**src/rtl/ucode_pkg.sv**
```systemverilog
package ucode_pkg;

  typedef enum logic [1:0] {NX_STEP, NX_DISP, NX_WAIT, NX_FETCH} nxt_e;
  typedef enum logic [1:0] {SEL_PC, SEL_RS1, SEL_RS2, SEL_RD} rsel_e;
  typedef enum logic [2:0] {ALU_ADD, ALU_SUB, ALU_AND, ALU_OR, ALU_PASS, ALU_INC4} alu_e;

  typedef struct packed {
    rsel_e sel;
    logic  reg_wr;
    logic  reg_en;
    logic  ma_ld;
    logic  a_ld;
    logic  b_ld;
    logic  ir_ld;
    logic  mem_en;
    alu_e  alu;
    logic  alu_en;
    logic  err;
  } ctl_t;

  typedef struct packed {
    ctl_t ctl;
    nxt_e nxt;
  } uinst_t;

  // opcode values with a routine
  localparam int OPC_ADD  = 0;
  localparam int OPC_SUB  = 1;
  localparam int OPC_AND  = 2;
  localparam int OPC_OR   = 3;
  localparam int OPC_LOAD = 8;
  localparam int OPC_JUMP = 10;

  // micro-addresses
  localparam int UA_FETCH = 0;
  localparam int UA_WAITF = 2;
  localparam int UA_DISP  = 4;
  localparam int ENT_ADD  = 8;
  localparam int ENT_SUB  = 12;
  localparam int ENT_AND  = 16;
  localparam int ENT_OR   = 20;
  localparam int ENT_LOAD = 24;
  localparam int ENT_JUMP = 32;
  localparam int ENT_ILL  = 60;

  // a register drives the bus, optionally captured by MA, A or B
  function automatic uinst_t u_rd(rsel_e s, logic ma, logic a, logic b, nxt_e n);
    uinst_t w;
    w = '0;
    w.ctl.sel    = s;
    w.ctl.reg_en = 1'b1;
    w.ctl.ma_ld  = ma;
    w.ctl.a_ld   = a;
    w.ctl.b_ld   = b;
    w.nxt        = n;
    return w;
  endfunction

  // the ALU drives the bus, optionally into a register and/or MA
  function automatic uinst_t u_alu(alu_e op, logic wr, rsel_e s, logic ma, nxt_e n);
    uinst_t w;
    w = '0;
    w.ctl.alu    = op;
    w.ctl.alu_en = 1'b1;
    w.ctl.reg_wr = wr;
    w.ctl.sel    = s;
    w.ctl.ma_ld  = ma;
    w.nxt        = n;
    return w;
  endfunction

  // memory data drives the bus into IR or a register
  function automatic uinst_t u_mem(logic ir, logic wr, rsel_e s, nxt_e n);
    uinst_t w;
    w = '0;
    w.ctl.mem_en = 1'b1;
    w.ctl.ir_ld  = ir;
    w.ctl.reg_wr = wr;
    w.ctl.sel    = s;
    w.nxt        = n;
    return w;
  endfunction

  function automatic uinst_t u_seq(logic err, nxt_e n);
    uinst_t w;
    w = '0;
    w.ctl.err = err;
    w.nxt     = n;
    return w;
  endfunction

endpackage

```
**src/rtl/ucode_rom.sv**
```systemverilog
module ucode_rom
  import ucode_pkg::*;
#(
  parameter int UPC_W = 6
) (
  input  logic [UPC_W-1:0] addr,
  output uinst_t           word
);

  // three-step register-register routine at base b with ALU op op
  function automatic uinst_t rr_step(int off, alu_e op);
    uinst_t w;
    case (off)
      0:       w = u_rd(SEL_RS1, 1'b0, 1'b1, 1'b0, NX_STEP);
      1:       w = u_rd(SEL_RS2, 1'b0, 1'b0, 1'b1, NX_STEP);
      default: w = u_alu(op, 1'b1, SEL_RD, 1'b0, NX_FETCH);
    endcase
    return w;
  endfunction

  always_comb begin
    case (int'(addr))
      // common fetch
      0:  word = u_rd(SEL_PC, 1'b1, 1'b1, 1'b0, NX_STEP);
      1:  word = u_alu(ALU_INC4, 1'b1, SEL_PC, 1'b0, NX_STEP);
      2:  word = u_seq(1'b0, NX_WAIT);
      3:  word = u_mem(1'b1, 1'b0, SEL_PC, NX_STEP);
      4:  word = u_seq(1'b0, NX_DISP);
      // register-register group
      8, 9, 10:   word = rr_step(int'(addr) - ENT_ADD, ALU_ADD);
      12, 13, 14: word = rr_step(int'(addr) - ENT_SUB, ALU_SUB);
      16, 17, 18: word = rr_step(int'(addr) - ENT_AND, ALU_AND);
      20, 21, 22: word = rr_step(int'(addr) - ENT_OR, ALU_OR);
      // load
      24: word = u_rd(SEL_RS1, 1'b0, 1'b1, 1'b0, NX_STEP);
      25: word = u_alu(ALU_PASS, 1'b0, SEL_PC, 1'b1, NX_STEP);
      26: word = u_seq(1'b0, NX_WAIT);
      27: word = u_mem(1'b0, 1'b1, SEL_RD, NX_FETCH);
      // register-indirect jump
      32: word = u_rd(SEL_RS1, 1'b0, 1'b1, 1'b0, NX_STEP);
      33: word = u_alu(ALU_PASS, 1'b1, SEL_PC, 1'b0, NX_FETCH);
      // illegal opcode
      60: word = u_seq(1'b1, NX_FETCH);
      // unused words fall back to fetch with no controls
      default: word = u_seq(1'b0, NX_FETCH);
    endcase
  end

endmodule

```
**src/rtl/ucode_dispatch.sv**
```systemverilog
module ucode_dispatch
  import ucode_pkg::*;
#(
  parameter int OPC_W = 5,
  parameter int UPC_W = 6
) (
  input  logic [OPC_W-1:0] opcode,
  output logic [UPC_W-1:0] target
);

  always_comb begin
    case (int'(opcode))
      OPC_ADD:  target = UPC_W'(ENT_ADD);
      OPC_SUB:  target = UPC_W'(ENT_SUB);
      OPC_AND:  target = UPC_W'(ENT_AND);
      OPC_OR:   target = UPC_W'(ENT_OR);
      OPC_LOAD: target = UPC_W'(ENT_LOAD);
      OPC_JUMP: target = UPC_W'(ENT_JUMP);
      default:  target = UPC_W'(ENT_ILL);
    endcase
  end

endmodule

```
**src/rtl/ucode_upc.sv**
```systemverilog
module ucode_upc
  import ucode_pkg::*;
#(
  parameter int UPC_W = 6
) (
  input  logic             clk,
  input  logic             rst_n,
  input  nxt_e             nxt,
  input  logic [UPC_W-1:0] disp_tgt,
  input  logic             mem_busy,
  output logic [UPC_W-1:0] upc
);

  localparam logic [UPC_W-1:0] ONE  = UPC_W'(1);
  localparam logic [UPC_W-1:0] HOME = UPC_W'(UA_FETCH);

  logic [UPC_W-1:0] upc_nx;

  always_comb begin
    case (nxt)
      NX_STEP:  upc_nx = upc + ONE;
      NX_DISP:  upc_nx = disp_tgt;
      NX_WAIT:  upc_nx = mem_busy ? upc : upc + ONE;
      default:  upc_nx = HOME;
    endcase
  end

  always_ff @(posedge clk or negedge rst_n) begin
    if (!rst_n) upc <= HOME;
    else        upc <= upc_nx;
  end

endmodule

```
**src/rtl/ucode_seq.sv**
```systemverilog
module ucode_seq
  import ucode_pkg::*;
#(
  parameter int UPC_W = 6,
  parameter int OPC_W = 5
) (
  input  logic             clk,
  input  logic             rst_n,
  input  logic [OPC_W-1:0] opcode,
  input  logic             mem_busy,
  output logic [UPC_W-1:0] upc,
  output logic [1:0]       reg_sel,
  output logic             reg_wr,
  output logic             reg_en,
  output logic             ma_ld,
  output logic             a_ld,
  output logic             b_ld,
  output logic             ir_ld,
  output logic             mem_en,
  output logic [2:0]       alu_op,
  output logic             alu_en,
  output logic             illegal_op
);

  uinst_t           word;
  ctl_t             ctl;
  logic [UPC_W-1:0] disp_tgt;

  ucode_rom #(.UPC_W(UPC_W)) u_rom (
    .addr (upc),
    .word (word)
  );

  ucode_dispatch #(.OPC_W(OPC_W), .UPC_W(UPC_W)) u_disp (
    .opcode (opcode),
    .target (disp_tgt)
  );

  ucode_upc #(.UPC_W(UPC_W)) u_upc (
    .clk      (clk),
    .rst_n    (rst_n),
    .nxt      (word.nxt),
    .disp_tgt (disp_tgt),
    .mem_busy (mem_busy),
    .upc      (upc)
  );

  // all strobes are forced quiet for the whole time reset is held
  assign ctl = rst_n ? word.ctl : '0;

  assign reg_sel    = ctl.sel;
  assign reg_wr     = ctl.reg_wr;
  assign reg_en     = ctl.reg_en;
  assign ma_ld      = ctl.ma_ld;
  assign a_ld       = ctl.a_ld;
  assign b_ld       = ctl.b_ld;
  assign ir_ld      = ctl.ir_ld;
  assign mem_en     = ctl.mem_en;
  assign alu_op     = ctl.alu;
  assign alu_en     = ctl.alu_en;
  assign illegal_op = ctl.err;

endmodule

```
**config.mk**
```make
export PLATFORM = sky130hd
export DESIGN_NAME = ucode_seq
export DESIGN_NICKNAME = d
export VERILOG_FILES = /design/src/rtl/ucode_pkg.sv /design/src/rtl/ucode_rom.sv /design/src/rtl/ucode_dispatch.sv /design/src/rtl/ucode_upc.sv /design/src/rtl/ucode_seq.sv
export SDC_FILE = /design/constraint.sdc
export NUM_CORES = 1
export LEC_CHECK = 0
export ABC_AREA = 1
export BUFFER_PORTS_ARGS = -buffer_cell sky130_fd_sc_hd__buf_2
export CAP_MARGIN = 0
export CORE_ASPECT_RATIO = 0.75
export CORE_MARGIN = 2
export CORE_UTILIZATION = 46
export CTS_BUF_LIST = sky130_fd_sc_hd__clkbuf_2
export DETAILED_ROUTE_END_ITERATION = 10
export PLACE_DENSITY = 0.76
export RECOVER_POWER = 50
export SETUP_SLACK_MARGIN = 0.1
export SLEW_MARGIN = 20
export SYNTH_ARGS = -nofsm -noshare
export SYNTH_HDL_FRONTEND = slang
export SYNTH_SLANG_ARGS = --single-unit
```
**constraint.sdc**
```tcl
create_clock -name clk -period 1.7 [get_ports clk]
set_input_delay 0.255 -clock clk [delete_from_list [all_inputs] [get_ports clk]]
set_output_delay 0.255 -clock clk [all_outputs]
set_load 0.05 [all_outputs]
```
==> results of run 1 <==
[kinds of logic after synthesis]
kind of cell | Yosys count | synth area share (%)
AO/OA/AOI/OAI | 25 | 10.69
adder cells (fa/ha/maj) | 8 | 7.505
buffers and inverters | 35 | 12.10
AND/OR/NAND/NOR | 141 | 56.47
flip-flops | 6 | 11.26
XOR/XNOR | 3 | 1.970
[per-stage QoR]
stage / util [%] / cell area, um2 / std cells / setup WS (ns)
after global placement: 81.16 / 2177 / 331 / -0.4343
after floorplan: - / 1634 / 218 / -0.5160
after detailed placement: 81.16 / 2177 / 331 / -0.4780
after CTS: 95.71 / 2567 / 350 / -0.6577
[repair_timing]
| action | 4_1_cts |
|---|---|
| gates resized for setup | 69 |
| hold buffers | 1 |
| setup buffers | 16 |
| pin swaps | 18 |
| gates cloned | 0 |
| setup endpoints to repair | 20 |
| hold endpoints to repair | 6 |
==> impl_metrics.csv, run 1 <==
group,metric,value,unit
die,fp.dieW,66.18,um
yosys,synthCells,218,
clock_network,h-tree-depth,1,
yosys,avgSynthCellArea,6.118,um2
yosys,ys_types,31,
clock_network,cts_inserted_buffers,3,
global_route,grt_max_degree,13,
yosys,yosys-top-cells-area,"nand2_1, dfrtp_1, nor2_1",
yosys,ys_seq_area_share,11.26,%
yosys,synth_nets,234,
sta,worst_path_end_type,"top-level output",
yosys,yosys_warnings,0,
yosys,synth-main-ff-cell,"dfrtp_1",
die,start_util,49.72,%
yosys,async_flop_share,100.0,%
clock_network,clkSinkCount,6,
outcome,lastStage,"global routing (5_1_grt)",
clock_network,cts-root-buf,"clkbuf_2",
yosys,yosysTopAreaCellShare,14.07,%
die,row_count,16,
place,gp_congestion,0.9289,
yosys,synth_edf_count,0,
place,io_buffers,27,
yosys,synthTopCellsByCount,"nand2_1, nor2_1, inv_1",
yosys,syn_area,1334,um2
clock_network,clk_path_buf_depth,2,
yosys,synth.most_common_cell,"nand2_1",
outcome,status,"stopped before the end",
yosys,synth_seq_cells,6,
place,detailed_place_hpwl,3.685,mm
die,io_pins,28,
sta,worstEndpointGrtRepair,"reg_sel[1]",
yosys,yosys.area.top_type,"nand2_1",
die,die_h,50.64,um
outcome,error_line,"[ERROR DPL-0038] Utilization greater than 100%, impossible to legalize",
==> run 2, diff against run 1 <==
--- a/config.mk
+++ b/config.mk
@@ -8,14 +8,11 @@
 export ABC_AREA = 1
 export BUFFER_PORTS_ARGS = -buffer_cell sky130_fd_sc_hd__buf_2
 export CAP_MARGIN = 0
-export CORE_ASPECT_RATIO = 0.75
 export CORE_MARGIN = 2
-export CORE_UTILIZATION = 46
-export CTS_BUF_LIST = sky130_fd_sc_hd__clkbuf_2
+export CORE_UTILIZATION = 31
 export DETAILED_ROUTE_END_ITERATION = 10
-export PLACE_DENSITY = 0.76
+export PLACE_DENSITY_LB_ADDON = 0.15
 export RECOVER_POWER = 50
-export SETUP_SLACK_MARGIN = 0.1
 export SLEW_MARGIN = 20
 export SYNTH_ARGS = -nofsm -noshare
 export SYNTH_HDL_FRONTEND = slang
==> constraint.sdc (replaced) <==
create_clock -name clk -period 2.2 [get_ports clk]
set_input_delay 0.33 -clock clk [delete_from_list [all_inputs] [get_ports clk]]
set_output_delay 0.33 -clock clk [all_outputs]
set_load 0.05 [all_outputs]
==> impl_metrics.csv, run 2 <==
group,metric,value,unit
outcome,status,"finished with violations",
outcome,violations,"negative hold slack, negative setup slack",
die,start_util,32.87,%
yosys,synth.most_common_cell,"nand2_1",
die,die_h,69.60,um
clock_network,cts-root-buf,"clkbuf_8",
sta,hold_viol_final,6,
final_layout,largest_register_ffs,6,
route,routed_via_density,4.821,
clock_network,clk_pin_slew,0.04,ns
global_route,grt_antenna_before_repair,0,
die,row_count,23,
sta,final-setup-viol-count,9,
min_path,hold_path_class,"in2async",
worst_setup_path,cp_data_arrival_time,2.11,ns
sta,final.min_clock_period,2.442,ns
yosys,async_flop_share,100.0,%
route,drt-initial-drc-count,84,
route,route.vias.total,1644,
clock_network,h-tree-depth,1,
yosys,yosys.area.top_type,"nand2_1",
final_layout,reg_top3,"u_upc.upc: 6 flops",
die,io_pins,28,
final_layout,regArea,158.9,um2
global_route,grt_pass1_vias,1677,
final_layout,fillers,382,
final_layout,syn2layout_area_growth,71.48,%
final_layout,final_core_util,56.37,%
global_route,grt_pass1_wl,7.355,mm
yosys,synth_edf_count,0,
yosys,syn_area,1334,um2
sta,layout_setup_ws,-0.2419,ns
worst_setup_path,crit_required,1.87,ns
global_route,gr-total-overflow,0,
die,die_area,4843,um2
final_layout,final_common_cell,"buf_4",
sta,rsz0062_at_grt,"yes",
final_layout,drive_gt1_share,59.45,%
sta,fin_tns_setup,-1.545,ns
sta,skew,0.004186,ns
final_layout,mostFrequentLayoutCells,"buf_4, nand2_1, nand2_2",
yosys,synthTopCellsByCount,"nand2_1, nor2_1, inv_1",
yosys,ys_seq_area_share,11.26,%
power_and_ir_drop,ir_worst_vdd,629.3,uV
power_and_ir_drop,power_density,1044,nW/um2
die,fp.dieW,69.60,um
die,core_area,4058,um2
route,drc,0,
sta,worstMarginPinSlew,0.7746,ns
route,ant_nets,0,
yosys,avgSynthCellArea,6.118,um2
final_layout,nNetsFinal,309,
place,io_buffers,27,
power_and_ir_drop,power.leakage,1.125,nW
sta,hold-worst-slack,-0.04520,ns
route,drtPass1Iterations,4,
clock_network,clk_path_buf_depth,2,
global_route,grt_util_all_layers,18.13,%
final_layout,multi_input_area,1294,um2
final_layout,n_antenna_cell,0,
place,detailed_place_hpwl,3.425,mm
clock_network,clkSinkCount,6,
place,gp_congestion,0.8796,
yosys,synth-main-ff-cell,"dfrtp_1",
clock_network,tritoncts,"yes",
sta,max_slew_margin,48.30,%
worst_setup_path,cp-end-kind,"output port",
route,wl_per_cell,12.83,um
final_layout,largest-register,"u_upc.upc",
sta,clock.fmax,0.4095,GHz
sta,finalCritPeriodShare,111.0,%
yosys,ys_types,31,
worst_setup_path,cp-start-kind,"register",
yosys,synth_seq_cells,6,
clock_network,clock_latency,0.22,ns
route,finalWirelength,4.374,mm
clock_network,cts_inserted_buffers,3,
yosys,yosysTopAreaCellShare,14.07,%
yosys,yosys-top-cells-area,"nand2_1, dfrtp_1, nor2_1",
yosys,yosys_warnings,0,
yosys,synth_nets,234,
sta,maxSlewViolCount,0,
worst_setup_path,crit_fanout,4,
worst_setup_path,path_class,"reg2out",
job,maxCapViolations,0,
global_route,grt_max_degree,13,
yosys,synthCells,218,
[run 2: what timing repair did]
action,CTS,global route
resized for setup,54,25
setup buffers,4,1
hold endpoints to repair,6,6
pin swaps,14,5
endpoints found under the setup margin,11,17
[run 2: cell families after synthesis]
| logic type | share of synthesized area, % |
|---|---|
| compound gates | 10.69 |
| simple gates | 56.47 |
| fa+ha+maj | 7.505 |
| flops | 11.26 |
| buf+inv | 12.10 |
| xor+xnor | 1.970 |
[run 2: layout make-up]
cell class	count	share of cell area, %
Clock buffer	3	1.805
Timing Repair Buffer	76	26.53
Inverter	29	5.416
Tap cell	50	2.735
Multi-Input combinational cell	177	56.56
Sequential cell	6	6.947
[run 2: worst max-delay path, stage by stage, from the launching register on]
cell and delay [ns]:
dfrtp_4 0.48, inv_6 0.06, ha_4 0.15, nand2_1 0.12, nand2_2 0.07, nand2_2 0.06
nand4_1 0.22, a21oi_2 0.22, nand4_1 0.13, a21oi_2 0.17, nor2_4 0.04, buf_6 0.17
[run 2: worst paths after layout]
path,startpoint,endpoint,slack (ns),cells past startpoint
setup / recovery,u_upc.upc[4]$_DFFE_PN0P_,reg_sel[1],-0.24,11
hold / removal,rst_n,u_upc.upc[4]$_DFFE_PN0P_,-0.05,1
setup reg to reg,u_upc.upc[4]$_DFFE_PN0P_,u_upc.upc[2]$_DFFE_PN0P_,0.03,17
hold reg to reg,u_upc.upc[0]$_DFFE_PN0P_,u_upc.upc[0]$_DFFE_PN0P_,0.63,3
max in group asynchronous,rst_n,u_upc.upc[4]$_DFFE_PN0P_,2.05,1
min in group clk,mem_busy,u_upc.upc[0]$_DFFE_PN0P_,0.47,4
[run 2: where the power goes]
part	leakage (nW)	switching, mW	internal (mW)
combinational	1.03	1.22	0.802
clock	0.0216	0.0439	0.117
sequential	0.0726	0.0531	0.147
[run 2: stage by stage]
stage	total power [mW]	worst slack [ns]	cells	area, um2
6_report	2.389	-0.2419	341	2287
5_1_grt	2.575	-0.3810	341	2287
4_1_cts	2.309	-0.1735	340	2206
3_5_place_dp	1.966	-0.08918	333	1958
3_3_place_gp	1.965	-0.08105	333	1958
2_1_floorplan	1.448	-0.1084	218	1471
[run 2: layer usage]
metal / GRT usage (%) / vias to the layer above / wire, um
li1: - / 864 / -
met1: 22.69 / 740 / 1970
met2: 34.19 / 36 / 2258
met3: 1.890 / 4 / 116
met4: 1.961 / 0 / 28
met5: 0 / - / 0
Power figures use the tool's default switching activity.
==> run 3, diff against run 2 <==
--- a/config.mk
+++ b/config.mk
@@ -11,9 +11,11 @@
 export CORE_MARGIN = 2
 export CORE_UTILIZATION = 31
 export DETAILED_ROUTE_END_ITERATION = 10
+export GPL_TIMING_DRIVEN = 0
 export PLACE_DENSITY_LB_ADDON = 0.15
 export RECOVER_POWER = 50
 export SLEW_MARGIN = 20
 export SYNTH_ARGS = -nofsm -noshare
 export SYNTH_HDL_FRONTEND = slang
 export SYNTH_SLANG_ARGS = --single-unit
+export TNS_END_PERCENT = 1
==> impl_metrics.csv, run 3 (synthesized netlist as in run 2, its figures left out) <==
group,metric,value,unit
final_layout,drive_gt1_share,48.48,%
die,die_h,69.60,um
final_layout,fillers,411,
sta,layout_setup_ws,-0.2428,ns
worst_setup_path,crit_slowest_cell,"dfrtp_2",
route,wl_per_cell,12.47,um
global_route,grt_antenna_before_repair,0,
final_layout,largest-register,"u_upc.upc",
final_layout,mostFrequentLayoutCells,"nand2_1, nor2_1, inv_1",
worst_setup_path,reg2reg_depth,16,
sta,final.min_clock_period,2.443,ns
power_and_ir_drop,comb_power_share,84.6,%
sta,finalCritPeriodShare,111.0,%
worst_setup_path,crit_family,"simple AND/OR/NAND/NOR gates",
global_route,grt_max_degree,11,
outcome,status,"finished with violations",
worst_setup_path,cp-end-kind,"output port",
sta,rsz0062_at_grt,"yes",
clock_network,clk_path_buf_depth,2,
route,routed_via_density,4.994,
clock_network,clock_latency,0.22,ns
die,fp.dieW,69.60,um
final_layout,nNetsFinal,282,
worst_setup_path,cp-start-kind,"register",
power_and_ir_drop,power.switching,1.254,mW
global_route,grt_pass1_wl,6.748,mm
worst_setup_path,crit_required,1.87,ns
min_path,hold_path_class,"in2reg",
route,route.vias.total,1568,
route,drt-initial-drc-count,116,
sta,fin_tns_setup,-1.271,ns
worst_setup_path,path_class,"reg2out",
route,ant_nets,0,
final_layout,stdcell_area,2009,um2
power_and_ir_drop,intPower,0.9464,mW
power_and_ir_drop,power_density,1095,nW/um2
sta,skew,0.0002252,ns
sta,hold-worst-slack,0.4569,ns
final_layout,syn2layout_area_growth,50.66,%
final_layout,regArea,155.1,um2
power_and_ir_drop,power.leakage,0.9970,nW
worst_setup_path,r2r_slack,0.17,ns
sta,maxSlewViolCount,0,
place,io_buffers,27,
worst_setup_path,crit_chain,"buf_12 > buf_4 > nor2_4 > inv_1 > nor2_1 > nand2_1 > o21ai_0 > nand4_1 > nor2_2 > nor2_2 > buf_6",
clock_network,tritoncts,"yes",
worst_setup_path,path_common_cell,"nor2_2",
outcome,violations,"negative setup slack",
place,gp_congestion,0.9360,
clock_network,cts-root-buf,"clkbuf_8",
global_route,grt_pass1_vias,1539,
place,place_area,1648,um2
clock_network,cts_inserted_buffers,3,
power_and_ir_drop,clock_power_share,7.1,%
route,drc,0,
sta,max_slew_margin,49.81,%
global_route,gr-total-overflow,0,
worst_setup_path,critPathBufInv,4,
job,maxCapViolations,0,
worst_setup_path,max_stage_delay,0.44,ns
power_and_ir_drop,total_power,2.201,mW
final_layout,largest_register_ffs,6,
final_layout,final_common_cell,"nand2_1",
die,io_pins,28,
min_path,holdCritStartpoint,"mem_busy",
power_and_ir_drop,ir_worst_vdd,785.7,uV
sta,hold_viol_final,0,
route,drtPass1Iterations,6,
worst_setup_path,cp_data_arrival_time,2.11,ns
sta,final-setup-viol-count,8,
sta,worstMarginPinSlew,0.7528,ns
final_layout,n_antenna_cell,0,
die,core_area,4058,um2
clock_network,h-tree-depth,1,
die,die_area,4843,um2
power_and_ir_drop,pwr-share-seq,8.2,%
sta,clock.fmax,0.4094,GHz
clock_network,clk_pin_slew,0.03,ns
worst_setup_path,r2r-end,"u_upc.upc[2]$_DFFE_PN0P_",
worst_setup_path,crit_fanout,4,
final_layout,multi_input_area,1207,um2
power_and_ir_drop,p_sw_share,56.99,%
min_path,min_path_cells,4,
die,start_util,32.87,%
final_layout,reg_top3,"u_upc.upc: 6 flops",
worst_setup_path,r2r_start,"u_upc.upc[0]$_DFFE_PN0P_",
global_route,grt_util_all_layers,16.61,%
clock_network,clkSinkCount,6,
place,detailed_place_hpwl,2.986,mm
route,finalWirelength,3.916,mm
min_path,min_delay_worst_endpoint,"u_upc.upc[0]$_DFFE_PN0P_",
die,row_count,23,
==> run 3: cell count changes in the layout (fill, tap and decap cells not counted), sizes merged <==
cell / before / now
buf: 73 / 43
clkbuf: 6 / 8
clkinv: 0 / 1
dlygate4sd3: 0 / 1
inv: 29 / 28
==> run 3: power by group through the flow <==
stage	sequential [mW]	clock (mW)	combinational (mW)
4_1_cts	0.182	0.162	1.83
5_1_grt	0.185	0.168	2.02
3_5_place_dp	0.188	0	1.53
2_1_floorplan	0.273	0	1.15
3_3_place_gp	0.188	0	1.53
6_report	0.181	0.157	1.86
==> run 3: timing repair <==
item                                    4_1_cts  5_1_grt
setup buffers                                14        1
gates resized for setup                      47       14
endpoints found under the setup margin       14       13
pin swaps                                    13        6
hold endpoints to repair                      6        6
==> run 3: final cells by class <==
cell class	instances	share of cell area [%]
repair buffers	43	16.94
flip-flops and latches	6	7.721
well taps	50	3.113
multi-input cells	177	60.09
clock buffers	3	2.055
inverters	29	6.662
plain buffers	6	3.425
==> run 3: metrics by stage <==
stage	instances	utilization [%]	worst slack (ns)
detailed placement	295	40.61	-0.3283
global route	314	49.52	-0.3719
floorplan	218	-	-0.1107
finish	314	49.52	-0.2428
global placement	295	40.61	-0.3753
CTS	312	48.32	-0.2169
==> run 3: how the worst max path moves through the flow <==
stage	startpoint	end	slack [ns]	cells past startpoint
finish	u_upc.upc[3]$_DFFE_PN0P_	reg_sel[0]	-0.24	11
global route	u_upc.upc[3]$_DFFE_PN0P_	reg_sel[0]	-0.37	14
CTS	u_upc.upc[3]$_DFFE_PN0P_	reg_en	-0.22	14
detailed placement	u_upc.upc[0]$_DFFE_PN0P_	reg_sel[1]	-0.33	11
global placement	u_upc.upc[0]$_DFFE_PN0P_	reg_sel[1]	-0.38	11
floorplan	u_upc.upc[3]$_DFFE_PN0P_	reg_en	-0.11	13
==> run 3: per-layer routing <==
metal / up-vias / GRT usage, % / routed length [um]
met4: 0 / 2.832 / 73
met2: 40 / 31.94 / 1975
met5: - / 0 / 0
met3: 8 / 2.035 / 163
met1: 717 / 19.68 / 1703
li1: 803 / - / -
==> run 3: tightest hold or removal path: stages <==
cell and delay, ns:
buf_2 0.08, nand2_2 0.08, nand3_1 0.09, nand2_1 0.05
